$ cat src/rtl/freqchg_pkg.sv
package freqchg_pkg;

    typedef enum logic [3:0] {
        S_IDLE    = 4'd0,
        S_ODT_OFF = 4'd1,
        S_CKE_LOW = 4'd2,
        S_SWITCH  = 4'd3,
        S_STABLE  = 4'd4,
        S_XP      = 4'd5,
        S_DLL_RST = 4'd6,
        S_MR_GAP  = 4'd7,
        S_MR_WR   = 4'd8,
        S_RELOCK  = 4'd9,
        S_DONE    = 4'd10
    } fc_state_e;

    localparam logic [2:0] CMD_NOP = 3'b111;
    localparam logic [2:0] CMD_MRS = 3'b000;

endpackage

$ cat src/rtl/freqchg_timer.sv
module freqchg_timer #(
    parameter int TW = 8
) (
    input  logic          clk,
    input  logic          rst_n,
    input  logic          load,
    input  logic [TW-1:0] load_val,
    output logic          expire
);
    logic [TW-1:0] cnt_d, cnt_q;

    always_comb begin
        if (load)
            cnt_d = load_val;
        else if (cnt_q != '0)
            cnt_d = cnt_q - TW'(1);
        else
            cnt_d = '0;
    end

    always_ff @(posedge clk or negedge rst_n) begin
        if (!rst_n) cnt_q <= '0;
        else        cnt_q <= cnt_d;
    end

    // A loaded value of zero or one both end the phase after one cycle.
    assign expire = (cnt_q <= TW'(1));
endmodule

$ cat src/rtl/freqchg_mr_sel.sv
module freqchg_mr_sel #(
    parameter int MAX_MR = 3,
    parameter int AW     = 14,
    parameter int BW     = 3,
    parameter int NW     = $clog2(MAX_MR + 1)
) (
    input  logic [NW-1:0]        idx,
    input  logic [MAX_MR*AW-1:0] words,
    input  logic [MAX_MR*BW-1:0] banks,
    output logic [AW-1:0]        addr,
    output logic [BW-1:0]        ba
);
    localparam int SLOTS = 2 ** NW;

    logic [AW-1:0] word_arr [SLOTS];
    logic [BW-1:0] bank_arr [SLOTS];

    for (genvar g = 0; g < SLOTS; g++) begin : g_slot
        if (g < MAX_MR) begin : g_used
            assign word_arr[g] = words[g*AW +: AW];
            assign bank_arr[g] = banks[g*BW +: BW];
        end else begin : g_pad
            assign word_arr[g] = '0;
            assign bank_arr[g] = '0;
        end
    end

    assign addr = word_arr[idx];
    assign ba   = bank_arr[idx];
endmodule

$ cat src/rtl/freqchg_seq.sv
module freqchg_seq
    import freqchg_pkg::*;
#(
    parameter int TW      = 8,
    parameter int AW      = 14,
    parameter int BW      = 3,
    parameter int MAX_MR  = 3,
    parameter int DLL_BIT = 8,
    parameter int NW      = $clog2(MAX_MR + 1)
) (
    input  logic                 clk,
    input  logic                 rst_n,
    input  logic                 req,
    input  logic                 pd_ok,
    input  logic                 odt_norm,
    input  logic                 clk_stable,
    input  logic [TW-1:0]        t_aof,
    input  logic [TW-1:0]        t_cksre,
    input  logic [TW-1:0]        t_cksrx,
    input  logic [TW-1:0]        t_xp,
    input  logic [TW-1:0]        t_mod,
    input  logic [TW-1:0]        t_dllk,
    input  logic [NW-1:0]        n_extra,
    input  logic [AW-1:0]        mr0_base,
    input  logic [MAX_MR*AW-1:0] mr_words,
    input  logic [MAX_MR*BW-1:0] mr_banks,
    output logic                 cke,
    output logic                 odt,
    output logic [2:0]           cmd,
    output logic [AW-1:0]        mr_addr,
    output logic [BW-1:0]        mr_ba,
    output logic                 clk_switch_req,
    output logic                 busy,
    output logic                 done,
    output logic                 rejected
);
    localparam logic [AW-1:0] DLL_MASK = AW'(1) << DLL_BIT;
    localparam logic [NW-1:0] MR_CAP   = NW'(MAX_MR);

    typedef struct packed {
        fc_state_e     st;
        logic [NW-1:0] idx;
        logic          rej;
    } seq_regs_t;

    seq_regs_t     r_d, r_q;
    logic          t_load;
    logic [TW-1:0] t_val;
    logic          t_exp;
    logic [NW-1:0] n_lim;
    logic [AW-1:0] sel_addr;
    logic [BW-1:0] sel_ba;

    assign n_lim = (n_extra > MR_CAP) ? MR_CAP : n_extra;

    freqchg_timer #(.TW(TW)) u_timer (
        .clk      (clk),
        .rst_n    (rst_n),
        .load     (t_load),
        .load_val (t_val),
        .expire   (t_exp)
    );

    freqchg_mr_sel #(.MAX_MR(MAX_MR), .AW(AW), .BW(BW), .NW(NW)) u_mr_sel (
        .idx   (r_q.idx),
        .words (mr_words),
        .banks (mr_banks),
        .addr  (sel_addr),
        .ba    (sel_ba)
    );

    // Next-state computation
    always_comb begin
        r_d     = r_q;
        r_d.rej = 1'b0;
        t_load  = 1'b0;
        t_val   = '0;
        unique case (r_q.st)
            S_IDLE: begin
                if (req) begin
                    if (pd_ok) begin
                        r_d.st = S_ODT_OFF;
                        t_load = 1'b1;
                        t_val  = t_aof;
                    end else begin
                        r_d.rej = 1'b1;
                    end
                end
            end
            S_ODT_OFF: begin
                if (t_exp) begin
                    r_d.st = S_CKE_LOW;
                    t_load = 1'b1;
                    t_val  = t_cksre;
                end
            end
            S_CKE_LOW: begin
                if (t_exp) r_d.st = S_SWITCH;
            end
            S_SWITCH: begin
                if (clk_stable) begin
                    r_d.st = S_STABLE;
                    t_load = 1'b1;
                    t_val  = t_cksrx;
                end
            end
            S_STABLE: begin
                if (t_exp) begin
                    r_d.st = S_XP;
                    t_load = 1'b1;
                    t_val  = t_xp;
                end
            end
            S_XP: begin
                if (t_exp) begin
                    r_d.st  = S_DLL_RST;
                    r_d.idx = '0;
                end
            end
            S_DLL_RST: begin
                r_d.st = S_MR_GAP;
                t_load = 1'b1;
                t_val  = t_mod;
            end
            S_MR_GAP: begin
                if (t_exp) begin
                    if (r_q.idx < n_lim) begin
                        r_d.st = S_MR_WR;
                    end else begin
                        r_d.st = S_RELOCK;
                        t_load = 1'b1;
                        t_val  = t_dllk;
                    end
                end
            end
            S_MR_WR: begin
                r_d.st  = S_MR_GAP;
                r_d.idx = r_q.idx + NW'(1);
                t_load  = 1'b1;
                t_val   = t_mod;
            end
            S_RELOCK: begin
                if (t_exp) r_d.st = S_DONE;
            end
            S_DONE: begin
                r_d.st = S_IDLE;
            end
            default: begin
                r_d.st = S_IDLE;
            end
        endcase
    end

    always_ff @(posedge clk or negedge rst_n) begin
        if (!rst_n) r_q <= '{st: S_IDLE, idx: '0, rej: 1'b0};
        else        r_q <= r_d;
    end

    // Pin decode from the registered state
    always_comb begin
        cke            = 1'b1;
        odt            = 1'b0;
        cmd            = CMD_NOP;
        mr_addr        = '0;
        mr_ba          = '0;
        clk_switch_req = 1'b0;
        busy           = 1'b1;
        done           = 1'b0;
        unique case (r_q.st)
            S_IDLE: begin
                odt  = odt_norm;
                busy = 1'b0;
            end
            S_CKE_LOW, S_STABLE: cke = 1'b0;
            S_SWITCH: begin
                cke            = 1'b0;
                clk_switch_req = 1'b1;
            end
            S_DLL_RST: begin
                cmd     = CMD_MRS;
                mr_addr = mr0_base | DLL_MASK;
                mr_ba   = '0;
            end
            S_MR_WR: begin
                cmd     = CMD_MRS;
                mr_addr = sel_addr;
                mr_ba   = sel_ba;
            end
            S_DONE: begin
                busy = 1'b0;
                done = 1'b1;
            end
            default: ;
        endcase
    end

    assign rejected = r_q.rej;
endmodule

$ cat config.mk
export PLATFORM = sky130hd
export DESIGN_NAME = freqchg_seq
export DESIGN_NICKNAME = d
export VERILOG_FILES = /design/src/rtl/freqchg_pkg.sv /design/src/rtl/freqchg_timer.sv /design/src/rtl/freqchg_mr_sel.sv /design/src/rtl/freqchg_seq.sv
export SDC_FILE = /design/constraint.sdc
export NUM_CORES = 1
export LEC_CHECK = 0
export ABC_AREA = 1
export BUFFER_PORTS_ARGS = -buffer_cell sky130_fd_sc_hd__clkbuf_2
export CAP_MARGIN = 15
export CORE_MARGIN = 2
export CORE_UTILIZATION = 30
export CTS_CLUSTER_SIZE = 10
export DETAILED_ROUTE_END_ITERATION = 7
export HOLD_SLACK_MARGIN = 0.02
export PLACE_DENSITY = 0.65
export SLEW_MARGIN = 20
export SYNTH_ARGS = -nofsm -noshare
export SYNTH_HDL_FRONTEND = slang
export SYNTH_SLANG_ARGS = --single-unit
$ cat constraint.sdc
create_clock -name clk -period 1.8 [get_ports clk]
set_input_delay 0.27 -clock clk [delete_from_list [all_inputs] [get_ports clk]]
set_output_delay 0.27 -clock clk [all_outputs]
set_load 0.005 [all_outputs]
==> run_results.csv, run 1 <==
group,metric,value,unit
worst_setup_path,cp.required,1530,ps
synthesis,synthArstFlopShare,100,%
sta,finalCritPeriodShare,98.7,%
global_route,grt_usage,18.1,%
final_layout,final_core_util,45.9,%
floorplan,start_util,30.7,%
synthesis,yosys.cell_types.count,30,
clocking,root_buffer,"clkbuf_8",
placement,finalWeightedCongestion,0.927,
synthesis,synth_seq_cells,15,
floorplan,io_pins,147,
clocking,clk_latency,250,ps
synthesis,synth_top_flop_cell,"dfrtp_1",
sta,fmax,563,MHz
worst_setup_path,criticalPathCategory,"reg -> out",
final_layout,nFillCells,707,
global_route,grt_pass1_vias,2639,
placement,dp_hpwl,5780,um
placement,place_ws,146,ps
worst_setup_path,cp.arrival,1510,ps
final_layout,final_cell_mix,"clkbuf_2 (142), nand2_1 (125), nor2_1 (72)",
power,p_switching,2.02,mW
floorplan,num_rows,30,
min_path,hp-class,"in -> reg",
detailed_routing,ant_nets,0,
sta,worstMarginPinSlew,364,ps
power,power_frac_comb,74.1,%
final_layout,nNetsFinal,657,
global_route,antenna_found_initial,0,
global_route,grt_overflow_total,0,
global_route,grt_pass1_wl,11300,um
detailed_routing,detail_route.vias_per_cell,4.81,
sta,hold_viol,0,
sta,slew_violations,0,
power,power_switching_share,53.0,%
power,p_int,1.79,mW
detailed_routing,drt_wl_total,7290,um
final_layout,insertedDiodeCount,0,
synthesis,synth_edf_count,0,
synthesis,syn_nets,500,
clocking,path_clk_slew,60,ps
floorplan,fp.dieH,87.1,um
detailed_routing,route.detailed.drc,0,
synthesis,ys.warnings.count,0,
final_layout,seqCellArea,380,sq um
clocking,clock_path_buffers,2,
placement,port_buffers,145,
final_layout,final_common_cell,"clkbuf_2",
synthesis,synth.avg_cell_area,5.53,sq um
power,pwr-share-seq,18.7,%
clocking,cts_tree,"yes",
synthesis,synth_seq_area_share,18.1,%
worst_setup_path,reg2reg_slack,150,ps
clocking,h-tree-depth,1,
final_layout,layout.cells.non_filler,611,
sta,setup_viol,0,
power,power,3.82,mW
power,p_per_area,1230,nW/um^2
power,p_clk_share,7.1,%
synthesis,syn_inst,375,
power,p_leak,1.78,nW
sta,rsz0062_at_grt,"true",
run,maxCapViolCount,0,
floorplan,die_w,87.1,um
detailed_routing,routedWlPerCell,11.9,um
clocking,cts_made_buffers,3,
global_route,grt_max_degree,19,
detailed_routing,firstDrtPassIters,4,
clocking,clkSinkCount,15,
worst_setup_path,end_kind,"primary output",
final_layout,multi_input_area,1590,sq um
worst_setup_path,cp_max_fo,7,
final_layout,area_growth,49.7,%
sta,tns,0,ps
synthesis,synth_area,2070,sq um
detailed_routing,vias,2936,
sta,min_period,1780,ps
detailed_routing,drt_iter0_drc,105,
sta,worst_slack,24.1,ps
placement,placed_cells,600,
floorplan,placeableCoreArea,6760,sq um
sta,max-slew-margin-rel,75.7,%
sta,fin_skew,3.67,ps
worst_setup_path,start_kind,"register",
outcome,status,"complete, no violations",
floorplan,die-area,7590,sq um
power,irDropWorstVdd,0.541,mV
final_layout,drive_above_1_share,39.9,%
-- final cells by class --
cell class,count,area share [%]
well taps,80,3.22
repair buffers,163,28.5
inverters,25,3.35
multi-input cells,324,51.2
clock buffers,3,1.33
flip-flops and latches,15,12.3
clock inverters,1,0.161
-- sequential cells by signal, indices dropped and copies added, names as in the netlist --
signal and flops:
r_q 6, u_timer.cnt_q 8, rejected 1
-- worst max-delay path, stage by stage, from the launching register on --
cell and delay (ps):
dfrtp_2 460, inv_4 110, nand2_4 70, nor2_4 150, buf_6 160, a21oi_1 50, a21oi_1 130, buf_2 120
-- layer usage --
layer / part of all wire [%] / track usage (%) / vias to the layer above
met5: 0 / 0 / -
li1: - / - / 1511
met1: 43 / 22.5 / 1294
met3: 7.1 / 1.52 / 9
met2: 48 / 33.9 / 122
met4: 1.3 / 4.06 / 0
-- synthesized netlist by cell type (5+ instances only) --
library cell / count / share of area, %
inv_1: 15 / 2.7
dfrtp_1: 15 / 18
nor2_2: 7 / 2.1
nand3_1: 27 / 6.5
o21ai_0: 15 / 3.6
nor2_4: 7 / 3.8
buf_2: 5 / 1.2
inv_2: 8 / 1.4
nor2_1: 74 / 13
o21ai_1: 8 / 1.9
nand2_1: 127 / 23
nor3_1: 13 / 3.1
a21oi_1: 21 / 5.1
nand2_2: 6 / 1.8
-- power groups by stage --
stage | Combinational, mW | Sequential (mW) | Clock [mW]
after CTS | 2.72 | 0.688 | 0.279
final | 2.83 | 0.715 | 0.273
after detailed placement | 2.66 | 0.686 | 0
after floorplan | 1.95 | 0.633 | 0
after global placement | 2.63 | 0.679 | 0
after global routing | 3.20 | 0.738 | 0.292
-- final timing paths --
| check | from | end | cells after the start |
|---|---|---|---|
| worst max-delay path | r_q[6] | mr_addr[8] | 7 |
| worst min-delay path | pd_ok | rejected | 2 |
| worst max register to register | u_timer.cnt_q[0] | u_timer.cnt_q[7] | 11 |
| worst min register to register | u_timer.cnt_q[0] | u_timer.cnt_q[0] | 3 |
| max in group asynchronous | rst_n | r_q[3] | 2 |
| min in group asynchronous | rst_n | u_timer.cnt_q[3] | 2 |
-- logic make-up (layout without fill, tap and decap cells) --
group                    after synthesis  after routing  share of synthesized area [%]
AND/OR/NAND/NOR                      271            271                           59.0
buffers and inverters                 36            192                           7.60
AO/OA/AOI/OAI                         46             46                           11.6
XOR/XNOR                               3              3                           1.27
flip-flops                            15             15                           18.1
adder cells (fa/ha/maj)                4              4                           2.41
-- through the flow --
step | instance area, sq um | hold slack [ps]
floorplan | 2070 | -25.6
global placement | 2920 | 205
detailed placement | 2920 | 203
CTS | 3030 | 221
global route | 3100 | 238
finish | 3100 | 227
-- timing repair --
action,in CTS,in global routing
buffers inserted,1,4
pin swaps,1,3
cloned,1,0
gates resized for setup,9,18
setup endpoints to repair,11,17
hold buffers,1,0
endpoints found under the hold margin,15,0
Note: power is estimated with default switching activity, not from simulation.
==> run 2: changes to the inputs <==
- PLACE_DENSITY: 0.65 -> 0.63
- SYNTH_HIERARCHICAL: unset -> 1
==> run 2 against run 1 <==
Against the previous run:
- wire length rose by 6.5%
- sequential share of layout area down 1.4 points
- critical path depth increased by 4
- power is 16% higher
- clock skew is 4.7 ps higher
- non-clock buffer count increased by 14
- combinational power increased by 22%
==> run_results.csv, run 2 <==
group,metric,value,unit
outcome,status,"complete, no violations",
synthesis,synth_most_common_cell,"nand2_1",
floorplan,placeableCoreArea,7290,sq um
placement,dpl-instance-area,3200,sq um
synthesis,synth_top_flop_cell,"dfrtp_1",
detailed_routing,drt_wl_total,7770,um
final_layout,nFillCells,766,
synthesis,synthArstFlopShare,100,%
worst_setup_path,cp_max_fo,6,
final_layout,seqCellArea,383,sq um
global_route,grt_use_met3,1.24,%
synthesis,ys.warnings.count,6,
sta,fmax,563,MHz
floorplan,io_pins,147,
sta,setup_viol,0,
floorplan,start_util,31.3,%
synthesis,synth_seq_area_share,16.5,%
synthesis,synth_area,2280,sq um
synthesis,netlist_top_cells_count,"nand2_1 (142), inv_1 (65), nand3_1 (53), nor2_1 (21)",
final_layout,multi_input_area,1650,sq um
final_layout,insertedDiodeCount,0,
final_layout,final_cell_mix,"clkbuf_2 (144), nand2_1 (139), inv_1 (61)",
worst_setup_path,start_kind,"register",
final_layout,nNetsFinal,693,
global_route,grt_overflow_total,0,
worst_setup_path,end_kind,"register",
final_layout,final_common_cell,"clkbuf_2",
global_route,grt-busiest-layer,"met2",
final_layout,area_growth,54.1,%
detailed_routing,routedWlPerCell,11.6,um
detailed_routing,detail_route.vias_per_cell,4.57,
worst_setup_path,criticalPathCategory,"reg -> reg",
worst_setup_path,cp.required,1980,ps
sta,fin_skew,8.37,ps
synthesis,syn_inst,398,
final_layout,final_core_util,48.2,%
detailed_routing,route.detailed.drc,0,
clocking,path_clk_slew,70,ps
global_route,use_met2,30.7,%
synthesis,synth_area_leaders,"nand2_1 (23%), dfrtp_1 (16%), nand3_1 (12%), inv_1 (11%), a32o_1 (5.7%)",
worst_setup_path,cp.arrival,1960,ps
floorplan,die-area,8310,sq um
min_path,hp-class,"in -> reg",
floorplan,fp.dieH,91.2,um
global_route,grt_pass1_wl,11900,um
synthesis,syn_nets,522,
placement,port_buffers,145,
synthesis,synth_seq_cells,15,
global_route,antenna_found_initial,0,
sta,rsz0062_at_grt,"true",
final_layout,drive_above_1_share,43.0,%
power,irDropWorstVdd,0.662,mV
clocking,clkSinkCount,15,
detailed_routing,drt_iter0_drc,138,
synthesis,yosys.cell_types.count,33,
sta,min_period,1780,ps
final_layout,design_area,3510,sq um
final_layout,regMostFlops,"u_timer/cnt_q",
synthesis,synth_top_area_share,23.4,%
sta,hold_viol,0,
placement,placed_cells,648,
clocking,clk_latency,250,ps
worst_setup_path,crit_slowest_cell,"dfrtp_2",
sta,holdWs,243,ps
clocking,h-tree-depth,1,
detailed_routing,ant_nets,0,
placement,dp_hpwl,6190,um
floorplan,die_w,91.2,um
worst_setup_path,critical_path.cell_chain,"inv_2, ha_4, nand3_4, a21oi_4, buf_6, inv_4, nor2_4, a22oi_2, nand3_1, nand2_1, o21ai_1",
clocking,clock_path_buffers,2,
floorplan,num_rows,31,
clocking,cts_made_buffers,3,
global_route,grt_pass1_vias,2676,
global_route,grt_usage,17.1,%
power,p_per_area,1260,nW/um^2
sta,worstMarginPinSlew,387,ps
sta,finalCritPeriodShare,98.7,%
global_route,grt_max_degree,18,
global_route,grt_util_met1,22.4,%
detailed_routing,firstDrtPassIters,4,
clocking,cts_tree,"yes",
placement,finalWeightedCongestion,0.884,
synthesis,synth.avg_cell_area,5.73,sq um
synthesis,synth_edf_count,0,
power,p_leak,2.07,nW
detailed_routing,vias,3050,
synthesis,yosys.area.top_type,"nand2_1",
final_layout,layout.cells.non_filler,667,
sta,max-slew-margin-rel,74.2,%
sta,slew_violations,0,
clocking,root_buffer,"clkbuf_8",
worst_setup_path,slowest_delay,450,ps
final_layout,largest_register_ffs,8,
run,maxCapViolCount,0,
-- run 2: area by class of cell --
cell class / instances / area share, %
Tap cell: 99 / 3.53
Clock buffer: 3 / 1.18
Sequential cell: 15 / 10.9
Multi-Input combinational cell: 301 / 46.8
Timing Repair inverter: 1 / 0.178
Timing Repair Buffer: 177 / 29.0
Inverter: 70 / 8.23
Clock inverter: 1 / 0.214
-- run 2: cell families after synthesis --
family | synth area share (%)
AND/OR/NAND/NOR | 51.4
buffers and inverters | 16.5
AO/OA/AOI/OAI | 12.9
flip-flops | 16.5
XOR/XNOR | 1.15
adder cells (fa/ha/maj) | 1.65
-- run 2: where the power goes --
part / switching (mW) / leakage [nW] / total (mW) / internal [mW]
Sequential: 0.195 / 0.182 / 0.702 / 0.507
Combinational: 2.00 / 1.86 / 3.45 / 1.45
Clock: 0.127 / 0.0217 / 0.283 / 0.156
Total: 2.32 / 2.07 / 4.44 / 2.12
-- run 2: critical path: cells and delay by family, from the launching register on --
family / cells / cell delay (ps)
buf+inv: 3 / 270
simple gates: 4 / 440
fa+ha+maj: 1 / 150
flops: 1 / 450
compound gates: 3 / 380
-- run 2: timing repair --
item / CTS / global route
hold buffers: 1 / 0
hold endpoints to repair: 15 / 0
buffers inserted: 3 / 8
setup endpoints to repair: 19 / 33
cloned: 0 / 3
gates resized for setup: 3 / 38
pin swaps: 2 / 14
-- run 2: final timing paths --
| path | cells after the start | endpoint | startpoint | slack [ps] |
|---|---|---|---|---|
| worst min-delay path | 2 | rejected | pd_ok | 240 |
| worst max-delay path | 11 | u_timer/cnt_q[1] | u_timer/cnt_q[0] | 20 |
| worst min register to register | 1 | u_timer/cnt_q[0] | u_timer/cnt_q[0] | 540 |
| min in group asynchronous | 2 | u_timer/cnt_q[2] | rst_n | 460 |
| max in group asynchronous | 2 | r_q[2] | rst_n | 1040 |
| worst max register to register | 11 | u_timer/cnt_q[1] | u_timer/cnt_q[0] | 20 |
-- run 2: per-stage QoR --
stage | setup slack (ps) | TNS [ps] | power [mW]
floorplan | -15.7 | -76.1 | 2.85
CTS | 2.21 | 0 | 4.03
finish | 23.9 | 0 | 4.44
global route | -74.4 | -529 | 4.84
global placement | 52.8 | 0 | 3.61
detailed placement | 26.9 | 0 | 3.66
-- run 2: routing by layer --
metal / routed length (um) / vias up
li1: - / 1604
met1: 3470 / 1340
met2: 3790 / 100
met3: 428 / 6
met4: 78 / 0
met5: 0 / -
